`src/rtl/uart_buf_pkg.sv`:
```
package uart_buf_pkg;
  parameter int unsigned FIFO_DEPTH = 16;
  parameter int unsigned TX_W       = 8;
  parameter int unsigned RX_W       = 12;
  parameter int unsigned FLAG_W     = 8;

  // Flag word bit positions (software decodes these)
  parameter int unsigned BIT_TXE  = 7;
  parameter int unsigned BIT_RXF  = 6;
  parameter int unsigned BIT_TXF  = 5;
  parameter int unsigned BIT_RXE  = 4;
  parameter int unsigned BIT_BUSY = 3;

  typedef struct packed {
    logic tx_empty;
    logic rx_full;
    logic tx_full;
    logic rx_empty;
    logic busy;
    logic [2:0] zero;
  } flag_word_t;
endpackage

```
`src/rtl/uart_buf_store.sv`:
```
module uart_buf_store #(
  parameter int unsigned W     = 8,
  parameter int unsigned DEPTH = 16
) (
  input  logic         clk,
  input  logic         rst,
  input  logic         fifo_en_i,
  input  logic         flush_i,
  input  logic         push_i,
  input  logic [W-1:0] push_data_i,
  input  logic         pop_i,
  output logic [W-1:0] pop_data_o,
  output logic         full_o,
  output logic         empty_o,
  output logic         empty_next_o,
  output logic         drop_o
);
  localparam int unsigned AW = (DEPTH > 1) ? $clog2(DEPTH) : 1;
  localparam int unsigned CW = $clog2(DEPTH + 1);
  localparam logic [AW-1:0] LAST = AW'(DEPTH - 1);

  logic [W-1:0]  mem [DEPTH];
  logic [AW-1:0] wr_ptr, rd_ptr, wr_ptr_d, rd_ptr_d;
  logic [CW-1:0] count_q, count_d, cap;
  logic          full_q, empty_q;
  logic          push_ok, pop_ok;
  logic [W-1:0]  rdata_q;

  // Accept decisions follow the flags software sees
  assign push_ok = push_i & ~full_q & ~flush_i;
  assign pop_ok  = pop_i & ~empty_q;
  assign cap     = fifo_en_i ? CW'(DEPTH) : CW'(1);

  always_comb begin
    if (flush_i) begin
      count_d  = '0;
      wr_ptr_d = '0;
      rd_ptr_d = '0;
    end else begin
      count_d  = count_q + CW'(push_ok) - CW'(pop_ok);
      wr_ptr_d = wr_ptr;
      rd_ptr_d = rd_ptr;
      if (push_ok) wr_ptr_d = (wr_ptr == LAST) ? '0 : wr_ptr + 1'b1;
      if (pop_ok)  rd_ptr_d = (rd_ptr == LAST) ? '0 : rd_ptr + 1'b1;
    end
  end

  always_ff @(posedge clk) begin
    if (rst) begin
      count_q <= '0;
      wr_ptr  <= '0;
      rd_ptr  <= '0;
      full_q  <= 1'b0;
      empty_q <= 1'b1;
    end else begin
      count_q <= count_d;
      wr_ptr  <= wr_ptr_d;
      rd_ptr  <= rd_ptr_d;
      full_q  <= (count_d >= cap);
      empty_q <= (count_d == '0);
    end
  end

  // Storage array: no reset so it can map to block RAM
  always_ff @(posedge clk) begin
    if (push_ok) mem[wr_ptr] <= push_data_i;
  end

  // Synchronous read port, holds on an empty pop
  always_ff @(posedge clk) begin
    if (rst)         rdata_q <= '0;
    else if (pop_ok) rdata_q <= mem[rd_ptr];
  end

  assign pop_data_o   = rdata_q;
  assign full_o       = full_q;
  assign empty_o      = empty_q;
  assign empty_next_o = (count_d == '0);
  assign drop_o       = push_i & full_q;
endmodule

```
`src/rtl/uart_flag_gen.sv`:
```
module uart_flag_gen
  import uart_buf_pkg::*;
(
  input  logic              clk,
  input  logic              rst,
  input  logic              tx_full_i,
  input  logic              tx_empty_i,
  input  logic              tx_empty_next_i,
  input  logic              shift_busy_i,
  input  logic              rx_full_i,
  input  logic              rx_empty_i,
  input  logic              rx_drop_i,
  input  logic              ovr_clr_i,
  output logic [FLAG_W-1:0] flags_o,
  output logic              overrun_o
);
  logic busy_q, ovr_q;
  flag_word_t word;

  always_ff @(posedge clk) begin
    if (rst) begin
      busy_q <= 1'b0;
      ovr_q  <= 1'b0;
    end else begin
      busy_q <= ~tx_empty_next_i | shift_busy_i;
      if (rx_drop_i)      ovr_q <= 1'b1;
      else if (ovr_clr_i) ovr_q <= 1'b0;
    end
  end

  always_comb begin
    word.tx_empty = tx_empty_i;
    word.rx_full  = rx_full_i;
    word.tx_full  = tx_full_i;
    word.rx_empty = rx_empty_i;
    word.busy     = busy_q;
    word.zero     = 3'b000;
  end

  assign flags_o   = word;
  assign overrun_o = ovr_q;
endmodule

```
`src/rtl/uart_buf_flags.sv`:
```
module uart_buf_flags
  import uart_buf_pkg::*;
#(
  parameter int unsigned DEPTH = FIFO_DEPTH,
  parameter int unsigned TXW   = TX_W,
  parameter int unsigned RXW   = RX_W
) (
  input  logic              clk,
  input  logic              rst,
  input  logic              fifo_en_i,
  input  logic              tx_wr_i,
  input  logic [TXW-1:0]    tx_wdata_i,
  input  logic              tx_pop_i,
  output logic [TXW-1:0]    tx_pop_data_o,
  input  logic              tx_shift_busy_i,
  input  logic              rx_push_i,
  input  logic [RXW-1:0]    rx_push_data_i,
  input  logic              rx_rd_i,
  output logic [RXW-1:0]    rx_rdata_o,
  input  logic              ovr_clr_i,
  output logic              overrun_o,
  output logic [FLAG_W-1:0] flags_o
);
  logic fifo_en_q, tx_flush;
  logic tx_full, tx_empty, tx_empty_next, tx_drop_unused;
  logic rx_full, rx_empty, rx_empty_next_unused, rx_drop;

  always_ff @(posedge clk) begin
    if (rst) fifo_en_q <= 1'b0;
    else     fifo_en_q <= fifo_en_i;
  end

  // Falling mode bit discards queued TX characters
  assign tx_flush = fifo_en_q & ~fifo_en_i;

  uart_buf_store #(.W(TXW), .DEPTH(DEPTH)) u_tx (
    .clk          (clk),
    .rst          (rst),
    .fifo_en_i    (fifo_en_i),
    .flush_i      (tx_flush),
    .push_i       (tx_wr_i),
    .push_data_i  (tx_wdata_i),
    .pop_i        (tx_pop_i),
    .pop_data_o   (tx_pop_data_o),
    .full_o       (tx_full),
    .empty_o      (tx_empty),
    .empty_next_o (tx_empty_next),
    .drop_o       (tx_drop_unused)
  );

  uart_buf_store #(.W(RXW), .DEPTH(DEPTH)) u_rx (
    .clk          (clk),
    .rst          (rst),
    .fifo_en_i    (fifo_en_i),
    .flush_i      (1'b0),
    .push_i       (rx_push_i),
    .push_data_i  (rx_push_data_i),
    .pop_i        (rx_rd_i),
    .pop_data_o   (rx_rdata_o),
    .full_o       (rx_full),
    .empty_o      (rx_empty),
    .empty_next_o (rx_empty_next_unused),
    .drop_o       (rx_drop)
  );

  uart_flag_gen u_flags (
    .clk             (clk),
    .rst             (rst),
    .tx_full_i       (tx_full),
    .tx_empty_i      (tx_empty),
    .tx_empty_next_i (tx_empty_next),
    .shift_busy_i    (tx_shift_busy_i),
    .rx_full_i       (rx_full),
    .rx_empty_i      (rx_empty),
    .rx_drop_i       (rx_drop),
    .ovr_clr_i       (ovr_clr_i),
    .flags_o         (flags_o),
    .overrun_o       (overrun_o)
  );

  logic unused_ok;
  assign unused_ok = tx_drop_unused ^ rx_empty_next_unused;
endmodule

```
`config.mk`:
```
export PLATFORM = sky130hd
export DESIGN_NAME = uart_buf_flags
export DESIGN_NICKNAME = d
export VERILOG_FILES = /design/src/rtl/uart_buf_pkg.sv /design/src/rtl/uart_buf_store.sv /design/src/rtl/uart_flag_gen.sv /design/src/rtl/uart_buf_flags.sv
export SDC_FILE = /design/constraint.sdc
export NUM_CORES = 1
export LEC_CHECK = 0
export CORE_MARGIN = 4
export CORE_UTILIZATION = 50
export CTS_BUF_LIST = sky130_fd_sc_hd__clkbuf_4
export CTS_CLUSTER_DIAMETER = 40
export DETAILED_ROUTE_END_ITERATION = 16
export DONT_BUFFER_PORTS = 1
export GPL_ROUTABILITY_DRIVEN = 0
export MAX_ROUTING_LAYER = met4
export PLACE_DENSITY = 0.68
export SYNTH_ARGS = -nofsm -noshare
export SYNTH_HDL_FRONTEND = slang
export SYNTH_HIERARCHICAL = 1
export SYNTH_SLANG_ARGS = --single-unit
export TNS_END_PERCENT = 20
```
`constraint.sdc`:
```
create_clock -name clk -period 4.07 [get_ports clk]
set_input_delay 1.221 -clock clk [delete_from_list [all_inputs] [get_ports clk]]
set_output_delay 1.221 -clock clk [all_outputs]
set_load 0.02 [all_outputs]
```
Word-level counts from Yosys, hierarchy flattened --
Memory sizes are Yosys's and may differ from the RTL's. A register that Yosys moved wholly into a read port is not among the register bits. Index checks and enable logic that the tools add are counted.
Word-level totals: register bits 33, RAM bits 320, bits of input ports 29, output and inout bits 29, logic and storage cells 60, memories kept 2
Memories:
- u_rx.mem | words 16, width 12, rd ports 1, clocked after memory_dff 1, write ports 1, line uart_buf_store.sv:22 | logic [W-1:0] mem [DEPTH];
- u_tx.mem | words 16, width 8, rd ports 1, clocked after memory_dff 1, write ports 1, line uart_buf_store.sv:22
Cells by class: add/sub/neg operators 8, $lt $le $gt $ge 2, eq/ne operators 4, mux-type cells 12, bitwise gates (word level) 15, reductions and logical operators 4
Operators by type and width (count):
- $add 4x1->4 const B | 4
- $eq 4x4->1 const B | 4
- $mux 4 | 4
- $add 5x1->5 | 2
- $ge 5x5->1 | 2
- $logic_not 5->1 | 2
- $mux 5 | 2
- $sub 5x1->5 | 2
- $and 1x1->1 | 7
- $not 1->1 | 7
- $mux 1 | 6
- $reduce_bool 2->1 | 1
- $reduce_or 2->1 | 1
- $or 1x1->1 | 1

Longest topological paths before layout --
Gate-level depths: netlist (run 1).
depth after elaboration 10, depth in mapped cells 15, mapped depth without buffers 15

Hierarchy --
Netlist (run 1), hierarchy kept.
Modules (own cells, without submodules):
- uart_buf_store (u_rx) | instances 1, cells each 489, area an instance 8827.2 µm², sequential area each 6306.0 µm²
- uart_buf_store (u_tx) | instances 1, cells each 373, area an instance 6185.9 µm², sequential area each 4304.1 µm²
- uart_flag_gen | instances 1, cells each 16, area an instance 131.4 µm², sequential area each 40.0 µm²
- uart_buf_flags | instances 1, cells each 4, area an instance 38.8 µm², sequential area each 20.0 µm²

Worst setup path after synthesis (run 1) --
No wires, ideal clock.
path kind input to register, start input port tx_pop_i, end register u_tx.full_q (netlist: u_tx/full_o), setup time 0.122 ns, data arrival time 3.900 ns, required time 3.948 ns, slack 0.048 ns, stages 15, buffers on the path 1, cells stage by stage nand2b_1 > clkinv_1 > clkbuf_8 > ha_1 > inv_1 > ha_1 > inv_1 > fa_1 > nor2b_1 > o21ai_0 > a21oi_1 > nor3_1 > ha_1 > and3_1 > a221o_1
Between the ends: cells in the longest elaborated chain, start to end 4
Ends and longest elaborated chain:
- start: declaration | line uart_buf_flags.sv:13 | input logic tx_pop_i,
- $and 1x1->1 | line uart_buf_store.sv:31 | assign pop_ok = pop_i & ~empty_q;
- net u_tx.pop_ok | line uart_buf_store.sv:26 | logic push_ok, pop_ok;
- $sub 5x1->5 | line uart_buf_store.sv:40 | count_d = count_q + CW'(push_ok) - CW'(pop_ok);
- $mux 5 | line uart_buf_store.sv:35 | if (flush_i) begin
- net u_tx.count_d[4] | line uart_buf_store.sv:24 | logic [CW-1:0] count_q, count_d, cap;
- $ge 5x5->1 | line uart_buf_store.sv:59 | full_q <= (count_d >= cap);
- end signal: assignment | line uart_buf_store.sv:59
- end: declaration | line uart_buf_store.sv:25 | logic full_q, empty_q;
The timed path passes the listed nets, and every way through them passes these cells. A chain may end at the register's enable or synchronous reset.

Worst setup path after layout (run 1) --
start input port fifo_en_i, end register u_tx.full_q (netlist: u_tx/full_o)
Between the ends: cells in the longest elaborated chain, start to end 8, elaborated cells on any way between the ends 9, classes of those cells add/sub (2); order compare (1); mux (2); bitwise (4)
Ends and longest elaborated chain:
- start: declaration | line uart_buf_flags.sv:10 | input logic fifo_en_i,
- $not 1->1 * | line uart_buf_flags.sv:34 | assign tx_flush = fifo_en_q & ~fifo_en_i;
- $and 1x1->1 * | line uart_buf_flags.sv:34
- $not 1->1 | line uart_buf_store.sv:30 | assign push_ok = push_i & ~full_q & ~flush_i;
- $and 1x1->1 | line uart_buf_store.sv:30
- $add 5x1->5 | line uart_buf_store.sv:40
- $sub 5x1->5 | line uart_buf_store.sv:40
- $mux 5 * | line uart_buf_store.sv:35
- net u_tx.count_d[4] | line uart_buf_store.sv:24
- $ge 5x5->1 * | line uart_buf_store.sv:59
Mark *: on every way through the listed nets, which the timed path passes. The rest lies on a longest branch.

==> reports/results.tsv, run 1 <==
stage	metric	value	unit
run_status	status	finished clean	
timing	fin_tns_setup	0	ns
worst_setup_path	cp.required	4.67	ns
placed_design	post_dp_cell_area	15600	um2
worst_setup_path	startpoint_type	input port	
final_layout	fin_util	56.4	%
clocking	cts_tree	built	
timing	skew	0.0580	ns
worst_setup_path	critPathArrivalTime	3.91	ns
timing	finalSetupViolCount	0	
clocking	ctsHoldBuffers	0	
drt	drt_wl_total	30500	um
final_layout	design_area	16800	um2
floorplanning	die_h	182	um
clocking	cts_root_buf	clkbuf_4	
worst_setup_path	critPathKind	input port to flop	
global_route	gr-usage-all-layers	19.3	%
worst_setup_path	crit_slowest_cell	fa_1	
min_path	holdCritPathClass	input port to flop	
timing	slew_violations	0	
timing	layout_worst_path_cycle_share	81.3	%
floorplanning	die_w	182	um
yosys	syn_area	15200	um2
clocking	cts_sinks	373	
floorplanning	core	29800	um2
floorplanning	io_pins	58	
drt	route.detailed.drc	0	
timing	fmax	0.302	GHz
worst_setup_path	end_kind	flop	
final_layout	fillCellCount	2298	
worst_setup_path	crit_path_max_incr_delay	0.42	ns
power	powerDensity	500	nW/um2
yosys	avgSynthCellArea	17.2	um2
clocking	post_cts_buffers	0	
drt	first_pass_iters	5	
placed_design	port_buffers	0	
placed_design	post-dp-hpwl	19000	um
global_route	antenna_found_initial	1	
drt	post_drt_wl_per_cell	21.1	um
clocking	cts_buffers	93	
clocking	clk_latency	0.71	ns
timing	finalHoldViolCount	0	
global_route	grt_pass1_wl	47700	um
worst_setup_path	crit_chain	nor2b_1 -> buf_4 -> nor3b_4 -> inv_1 -> ha_1 -> inv_1 -> ha_1 -> inv_1 -> fa_1 -> nor2b_1 -> o21ai_0 -> a21oi_1 -> nor3_1 -> ha_1 -> and3_1 -> a221o_1	
floorplanning	initial_utilization	50.9	%
floorplanning	core.rowCount	63	
power	ir_drop	0.373	mV
floorplanning	dieArea	33200	um2
clocking	ctsHtreeMaxLevel	3	
global_route	grt_pass1_vias	8315	
drt	vias_per_cell	5.55	
yosys	yosysWarnings	6	
final_layout	layout.nets	1029	
drt	dr.first_iter.drc_count	610	
global_route	overflow	0	
drt	vias	8027	
timing	fin_crit	3.31	ns
job	drv_cap	0	
global_route	grt_max_degree	60	
final_layout	area_delta_synth_final	10.8	%
power	p_leak	5.61	nW
drt	postRouteAntennaNets	0	
clocking	post_cts_resized	0	
clocking	clkSlewWorstSetupHoldPaths	0.07	ns
timing	relSlewSlack	30.7	%
timing	tightest_slew	1.04	ns
yosys	netlist_instances	880	
clocking	clockBufferDepth	3	
timing	rsz0062_at_grt	no	
worst_setup_path	crit_fanout	4	
final_layout	drive_gt1_share	23.2	%
[worst paths after layout]
path                                                 startpoint                         endpoint  slack, ns  cells after the start
worst max-delay path                                  fifo_en_i           u_tx/full_o$_SDFF_PP0_       0.76                     16
worst min-delay path                                        rst             fifo_en_q$_SDFF_PP0_       0.56                      1
worst max register to register             fifo_en_q$_SDFF_PP0_           u_tx/full_o$_SDFF_PP0_       0.88                     16
worst min register to register  u_tx/pop_data_o[3]$_SDFFE_PP0P_  u_tx/pop_data_o[3]$_SDFFE_PP0P_       0.57                      2
[where the power goes]
group	switching [mW]	internal, mW	total [mW]
combinational	0.458	0.399	0.857
sequential	0.166	4.27	4.44
clock	1.47	1.64	3.11
total	2.09	6.31	8.40
[final cells by class]
| cell class | count | area [um2] | area share [%] |
|---|---|---|---|
| clock inverters | 31 | 154 | 0.916 |
| flip-flops and latches | 373 | 10700 | 63.5 |
| well taps | 390 | 488 | 2.90 |
| clock buffers | 145 | 1090 | 6.48 |
| multi-input cells | 430 | 3950 | 23.5 |
| diodes | 1 | 2.50 | 0.0149 |
| repair buffers | 45 | 338 | 2.01 |
| inverters | 31 | 116 | 0.692 |
[metrics by stage]
stage	std cells	power [mW]	setup slack, ns	hold WS (ns)
detailed placement	1269	5.39	0.0237	0.572
CTS	1445	8.52	0.790	0.521
finish	1446	8.40	0.762	0.563
global route	1446	8.87	0.564	0.486
floorplan	885	5.22	0.0478	0.548
global placement	1269	5.36	0.0937	0.569
[flip-flops by register name, indices dropped and copies added (netlist names)]
name and cells:
u_tx/wr_ptr 4, u_tx/full_o 1, u_rx/rd_ptr 4, u_rx/full_o 1, u_rx/count_q 5, u_rx/mem 192
u_rx/pop_data_o 12, u_tx/count_q 5, u_rx/empty_o 1, u_rx/wr_ptr 4, u_tx/pop_data_o 8, fifo_en_q 1
u_tx/empty_o 1, u_tx/rd_ptr 4, u_flags/busy_q 1, u_tx/mem 128, u_flags/overrun_o 1
[metal layers]
| metal | GRT usage (%) | routed length, um |
|---|---|---|
| met5 | - | 0 |
| met4 | 6.06 | 598 |
| met3 | 4.74 | 1840 |
| met2 | 32.0 | 15500 |
| met1 | 23.6 | 12500 |
[critical path, delay by kind of cell]
family	cells	cell delay [ns]
buffers and inverters	4	0.33
adder cells (fa/ha/maj)	4	1.14
AND/OR/NAND/NOR	5	0.58
AO/OA/AOI/OAI	3	0.63
[layout by cell type, fill, tap and decap left out, types with 3 or more instances in the layout]
cell type,n
a21oi_1,59
a22oi_1,18
and2_1,3
and3_1,5
buf_4,45
clkbuf_4,145
clkinv_1,25
conb_1,7
dfxtp_1,51
edfxtp_1,320
ha_1,24
inv_1,29
mux2_2,4
mux2i_1,42
mux4_1,28
mux4_2,30
nand2_1,26
nand2b_1,9
nand3_1,9
nand3b_1,4
nor2_1,51
nor2b_1,6
nor3_1,12
nor3_2,4
o21ai_0,24
o221ai_1,18
o41ai_1,3
xor2_1,10
(Power assumes the default switching activity.)
==> run 2: changes to the inputs <==
PLACE_DENSITY = not set   (was 0.68)
clock period = 3.3 ns   (was 4.07 ns; I/O delays follow)
==> reports/results.tsv, run 2 (synthesized netlist as in run 1, its figures left out) <==
stage	metric	value	unit
worst_setup_path	critPathKind	flop to flop	
worst_setup_path	crit_fanout	2	
clocking	cts_buffers	92	
final_layout	mostFrequentLayoutCells	320 x edfxtp_1, 139 x clkbuf_4, 59 x a21oi_1	
floorplanning	core.rowCount	63	
worst_setup_path	path_buf_inv	3	
timing	finalSetupViolCount	0	
drt	vias_per_cell	5.67	
run_status	status	finished clean	
clocking	post_cts_buffers	0	
worst_setup_path	cp.required	3.85	ns
clocking	post_cts_resized	0	
placed_design	post-dp-hpwl	19600	um
clocking	ctsHoldBuffers	0	
final_layout	fin_cells	1454	
drt	dr.first_iter.drc_count	594	
timing	tightest_slew	1.04	ns
final_layout	design_area	17000	um2
worst_setup_path	critPathArrivalTime	3.57	ns
global_route	gr-usage-all-layers	19.8	%
placed_design	dp_cells	1279	
floorplanning	initial_utilization	50.9	%
final_layout	area_delta_synth_final	11.9	%
global_route	grt_pass1_wl	48600	um
worst_setup_path	startpoint_type	flop	
floorplanning	io_pins	58	
clocking	cts_tree	built	
clocking	ctsHtreeMaxLevel	3	
min_path	holdCritPathClass	input port to flop	
timing	layout_setup_ws	0.274	ns
power	fin_total_pwr	10.7	mW
placed_design	port_buffers	0	
final_layout	drive_gt1_share	24.6	%
timing	skew	0.0683	ns
timing	finalHoldViolCount	0	
final_layout	multi_input_area	3980	um2
drt	route.detailed.drc	0	
floorplanning	die_h	182	um
clocking	clk_latency	0.73	ns
final_layout	regMostFlops	u_rx/mem	
clocking	cts_root_buf	clkbuf_4	
power	p_leak	5.71	nW
clocking	clkSlewWorstSetupHoldPaths	0.07	ns
worst_setup_path	path_delay_family	adder cells	
drt	first_pass_iters	5	
global_route	grt_max_degree	41	
final_layout	largest_reg_flops	192	
worst_setup_path	crit_chain	nor3b_4 -> inv_1 -> ha_1 -> inv_1 -> ha_1 -> inv_1 -> fa_1 -> nor2b_1 -> o21ai_0 -> a21oi_1 -> nor3_1 -> ha_1 -> and3_1 -> a221o_1	
global_route	antenna_found_initial	1	
global_route	grt_pass1_vias	8450	
final_layout	fillCellCount	2317	
final_layout	final_common_cell	edfxtp_1	
worst_setup_path	reg2reg_slack	0.27	ns
placed_design	post_dp_cell_area	15700	um2
timing	fin_crit	3.03	ns
floorplanning	core	29800	um2
final_layout	layout.area.seq	10700	um2
power	powerDensity	628	nW/um2
timing	relSlewSlack	30.3	%
drt	vias	8240	
placed_design	place_ws	-0.325	ns
worst_setup_path	crit_slowest_cell	fa_1	
timing	layout_worst_path_cycle_share	91.7	%
timing	fmax	0.331	GHz
timing	rsz0062_at_grt	no	
job	drv_cap	0	
drt	postRouteAntennaNets	0	
global_route	overflow	0	
floorplanning	dieArea	33200	um2
timing	fin_hold_ws	0.358	ns
clocking	cts_sinks	373	
timing	slew_violations	0	
worst_setup_path	end_kind	flop	
power	ir_drop	0.359	mV
drt	post_drt_wl_per_cell	21.6	um
final_layout	layout.nets	1038	
drt	drt_wl_total	31400	um
worst_setup_path	crit_path_max_incr_delay	0.39	ns
clocking	clockBufferDepth	3	
floorplanning	die_w	182	um
[run 2: cell types whose count changed in the layout (fill, tap and decap cells not counted), sizes merged]
cell / before / now
clkinvlp: 2 / 0
clkinv: 29 / 31
inv: 31 / 32
buf: 45 / 55
bufinv: 0 / 3
clkbuf: 145 / 139
[run 2: final timing paths]
kind                                    end  cells after the start                            from
max                  u_rx/full_o$_SDFF_PP0_                     14          u_rx/full_o$_SDFF_PP0_
min reg2reg  u_flags/overrun_o$_SDFFE_PP0P_                      2  u_flags/overrun_o$_SDFFE_PP0P_
max reg2reg          u_rx/full_o$_SDFF_PP0_                     14          u_rx/full_o$_SDFF_PP0_
min               u_rx/mem[10][7]$_DFFE_PP_                      0               rx_push_data_i[7]
[run 2: worst reg2reg max path, stage by stage, from the launching register on]
cell and delay (ns):
dfxtp_1 0.34, nor3b_4 0.21, inv_1 0.06, ha_1 0.30
inv_1 0.06, ha_1 0.15, inv_1 0.06, fa_1 0.39
nor2b_1 0.17, o21ai_0 0.12, a21oi_1 0.21, nor3_1 0.09
ha_1 0.29, and3_1 0.14, a221o_1 0.31
[run 2: metrics by stage]
step,utilization [%],TNS (ns)
2_1_floorplan,-,-0.587
3_3_place_gp,52.6,-0.410
3_5_place_dp,52.6,-0.788
4_1_cts,57.0,0
5_1_grt,57.0,0
6_report,57.0,0
[run 2: report_power, final]
part / switching (mW) / total [mW] / leakage, nW / internal [mW]
clock: 1.80 / 3.99 / 0.758 / 2.19
sequential: 0.205 / 5.47 / 3.32 / 5.27
combinational: 0.634 / 1.20 / 1.64 / 0.566
total: 2.64 / 10.7 / 5.71 / 8.02
[run 2: routing by layer]
layer  share of wire [%]  wire length, um  global-route usage (%)  up-vias
li1                    -                -                       -     3731
met1                  43            13500                    27.6     4154
met2                  48            15000                    29.8      313
met3                 8.0             2520                    4.74       42
met4                 1.4              440                    5.28        0
met5                   0                0                       -        -
[run 2: final cells by class]
class	instances	share of cell area (%)
diodes	1	0.0147
clock buffers	139	6.15
clock inverters	35	1.42
well taps	390	2.87
repair buffers	55	2.51
inverters	31	0.700
multi-input cells	430	23.4
flip-flops and latches	373	62.9
==> run 3: changes to the inputs <==
CORE_UTILIZATION = 40   (was 50)
==> reports/results.tsv, run 3 (synthesized netlist as in run 1, its figures left out) <==
stage	metric	value	unit
power	fin_total_pwr	10.6	mW
final_layout	fin_util	45.7	%
drt	vias	8132	
worst_setup_path	startpoint_type	flop	
clocking	ctsHtreeMaxLevel	3	
clocking	clockBufferDepth	3	
drt	dr.first_iter.drc_count	570	
floorplanning	die_w	203	um
timing	finalSetupViolCount	0	
timing	slew_violations	0	
clocking	ctsHoldBuffers	0	
final_layout	fin_cells	1586	
global_route	overflow	0	
final_layout	final_common_cell	edfxtp_1	
drt	drt_wl_total	31400	um
placed_design	port_buffers	0	
worst_setup_path	critPathArrivalTime	3.61	ns
worst_setup_path	crit_path_max_incr_delay	0.40	ns
drt	route.detailed.drc	0	
global_route	grt_pass1_vias	8409	
drt	post_drt_wl_per_cell	19.8	um
worst_setup_path	critPathKind	flop to flop	
final_layout	mostFrequentLayoutCells	320 x edfxtp_1, 141 x clkbuf_4, 63 x buf_4	
min_path	holdCritPathClass	input port to flop	
global_route	grt_max_degree	31	
timing	layout_worst_path_cycle_share	90.2	%
floorplanning	core	37600	um2
floorplanning	io_pins	58	
clocking	clk_latency	0.83	ns
global_route	antenna_found_initial	2	
floorplanning	die_h	203	um
run_status	status	finished clean	
timing	fmax	0.336	GHz
final_layout	layout.nets	1053	
floorplanning	initial_utilization	40.4	%
power	powerDensity	619	nW/um2
clocking	cts_buffers	97	
global_route	gr-usage-all-layers	15.9	%
global_route	grt_pass1_wl	48300	um
final_layout	multi_input_area	3980	um2
timing	rsz0062_at_grt	no	
clocking	cts_root_buf	clkbuf_4	
drt	first_pass_iters	5	
clocking	clkSlewWorstSetupHoldPaths	0.07	ns
placed_design	post-dp-hpwl	19500	um
worst_setup_path	cp.required	3.94	ns
job	drv_cap	0	
worst_setup_path	crit_chain	nor3b_4 -> inv_1 -> ha_1 -> inv_1 -> ha_2 -> inv_2 -> fa_2 -> nor2b_1 -> o21a_1 -> nor3_2 -> nor3_1 -> ha_1 -> and3_1 -> a221o_1	
clocking	post_cts_resized	0	
drt	postRouteAntennaNets	0	
clocking	cts_sinks	373	
placed_design	dp_cells	1410	
worst_setup_path	crit_fanout	2	
placed_design	post_dp_cell_area	15900	um2
timing	relSlewSlack	54.8	%
clocking	post_cts_buffers	0	
timing	fin_tns_setup	0	ns
final_layout	area_delta_synth_final	13.3	%
worst_setup_path	crit_slowest_cell	dfxtp_1	
timing	skew	0.0970	ns
final_layout	largest_reg_flops	192	
final_layout	drive_gt1_share	25.4	%
final_layout	design_area	17200	um2
timing	fin_crit	2.98	ns
worst_setup_path	end_kind	flop	
timing	finalHoldViolCount	0	
drt	vias_per_cell	5.13	
power	ir_drop	0.371	mV
timing	tightest_slew	0.677	ns
floorplanning	core.rowCount	71	
final_layout	fillCellCount	3317	
final_layout	layout.area.seq	10700	um2
floorplanning	dieArea	41100	um2
power	p_leak	5.75	nW
final_layout	regMostFlops	u_rx/mem	
clocking	cts_tree	built	
-- run 3: critical path, delay by kind of cell, from the launching register on --
kind,cells,cell delay (ns)
simple gates,5,0.79
compound gates,2,0.46
fa+ha+maj,4,1.06
buf+inv,3,0.16
flops,1,0.40
-- run 3: where the power goes --
group	internal (mW)	switching (mW)	total [mW]	leakage, nW
sequential	5.27	0.180	5.45	3.32
combinational	0.610	0.628	1.24	1.69
clock	2.12	1.83	3.95	0.745
total	8.00	2.63	10.6	5.75
-- run 3: worst paths after layout --
path	startpoint	end	slack, ns	depth (start not counted)
hold reg to reg	u_tx/pop_data_o[3]$_SDFFE_PP0P_	u_tx/pop_data_o[3]$_SDFFE_PP0P_	0.57	2
setup reg to reg	u_tx/full_o$_SDFF_PP0_	u_tx/full_o$_SDFF_PP0_	0.32	14
hold / removal	rx_push_data_i[3]	u_rx/mem[15][3]$_DFFE_PP_	0.25	0
setup / recovery	u_tx/full_o$_SDFF_PP0_	u_tx/full_o$_SDFF_PP0_	0.32	14
-- run 3: through the flow --
stage	hold WS [ns]	setup WS (ns)
global route	0.167	0.131
finish	0.252	0.325
detailed placement	0.574	-0.303
floorplan	0.548	-0.297
CTS	0.156	0.306
global placement	0.572	-0.221
-- run 3: per-layer routing --
metal  wire, um  up-vias  share of wire (%)  track usage (%)
met1      13000     4075                 41             19.5
met4        831        0                2.6             6.74
met5          0        -                  0                -
li1           -     3758                  -                -
met2      15600      238                 50             25.1
met3       1980       61                6.3             4.07
-- run 3: final cells by class --
class	count	area share (%)
Sequential cell	373	62.1
Clock buffer	141	6.16
Timing Repair Buffer	65	2.98
Tap cell	511	3.72
Inverter	31	0.692
Multi-Input combinational cell	430	23.2
Antenna cell	1	0.0146
Clock inverter	34	1.17
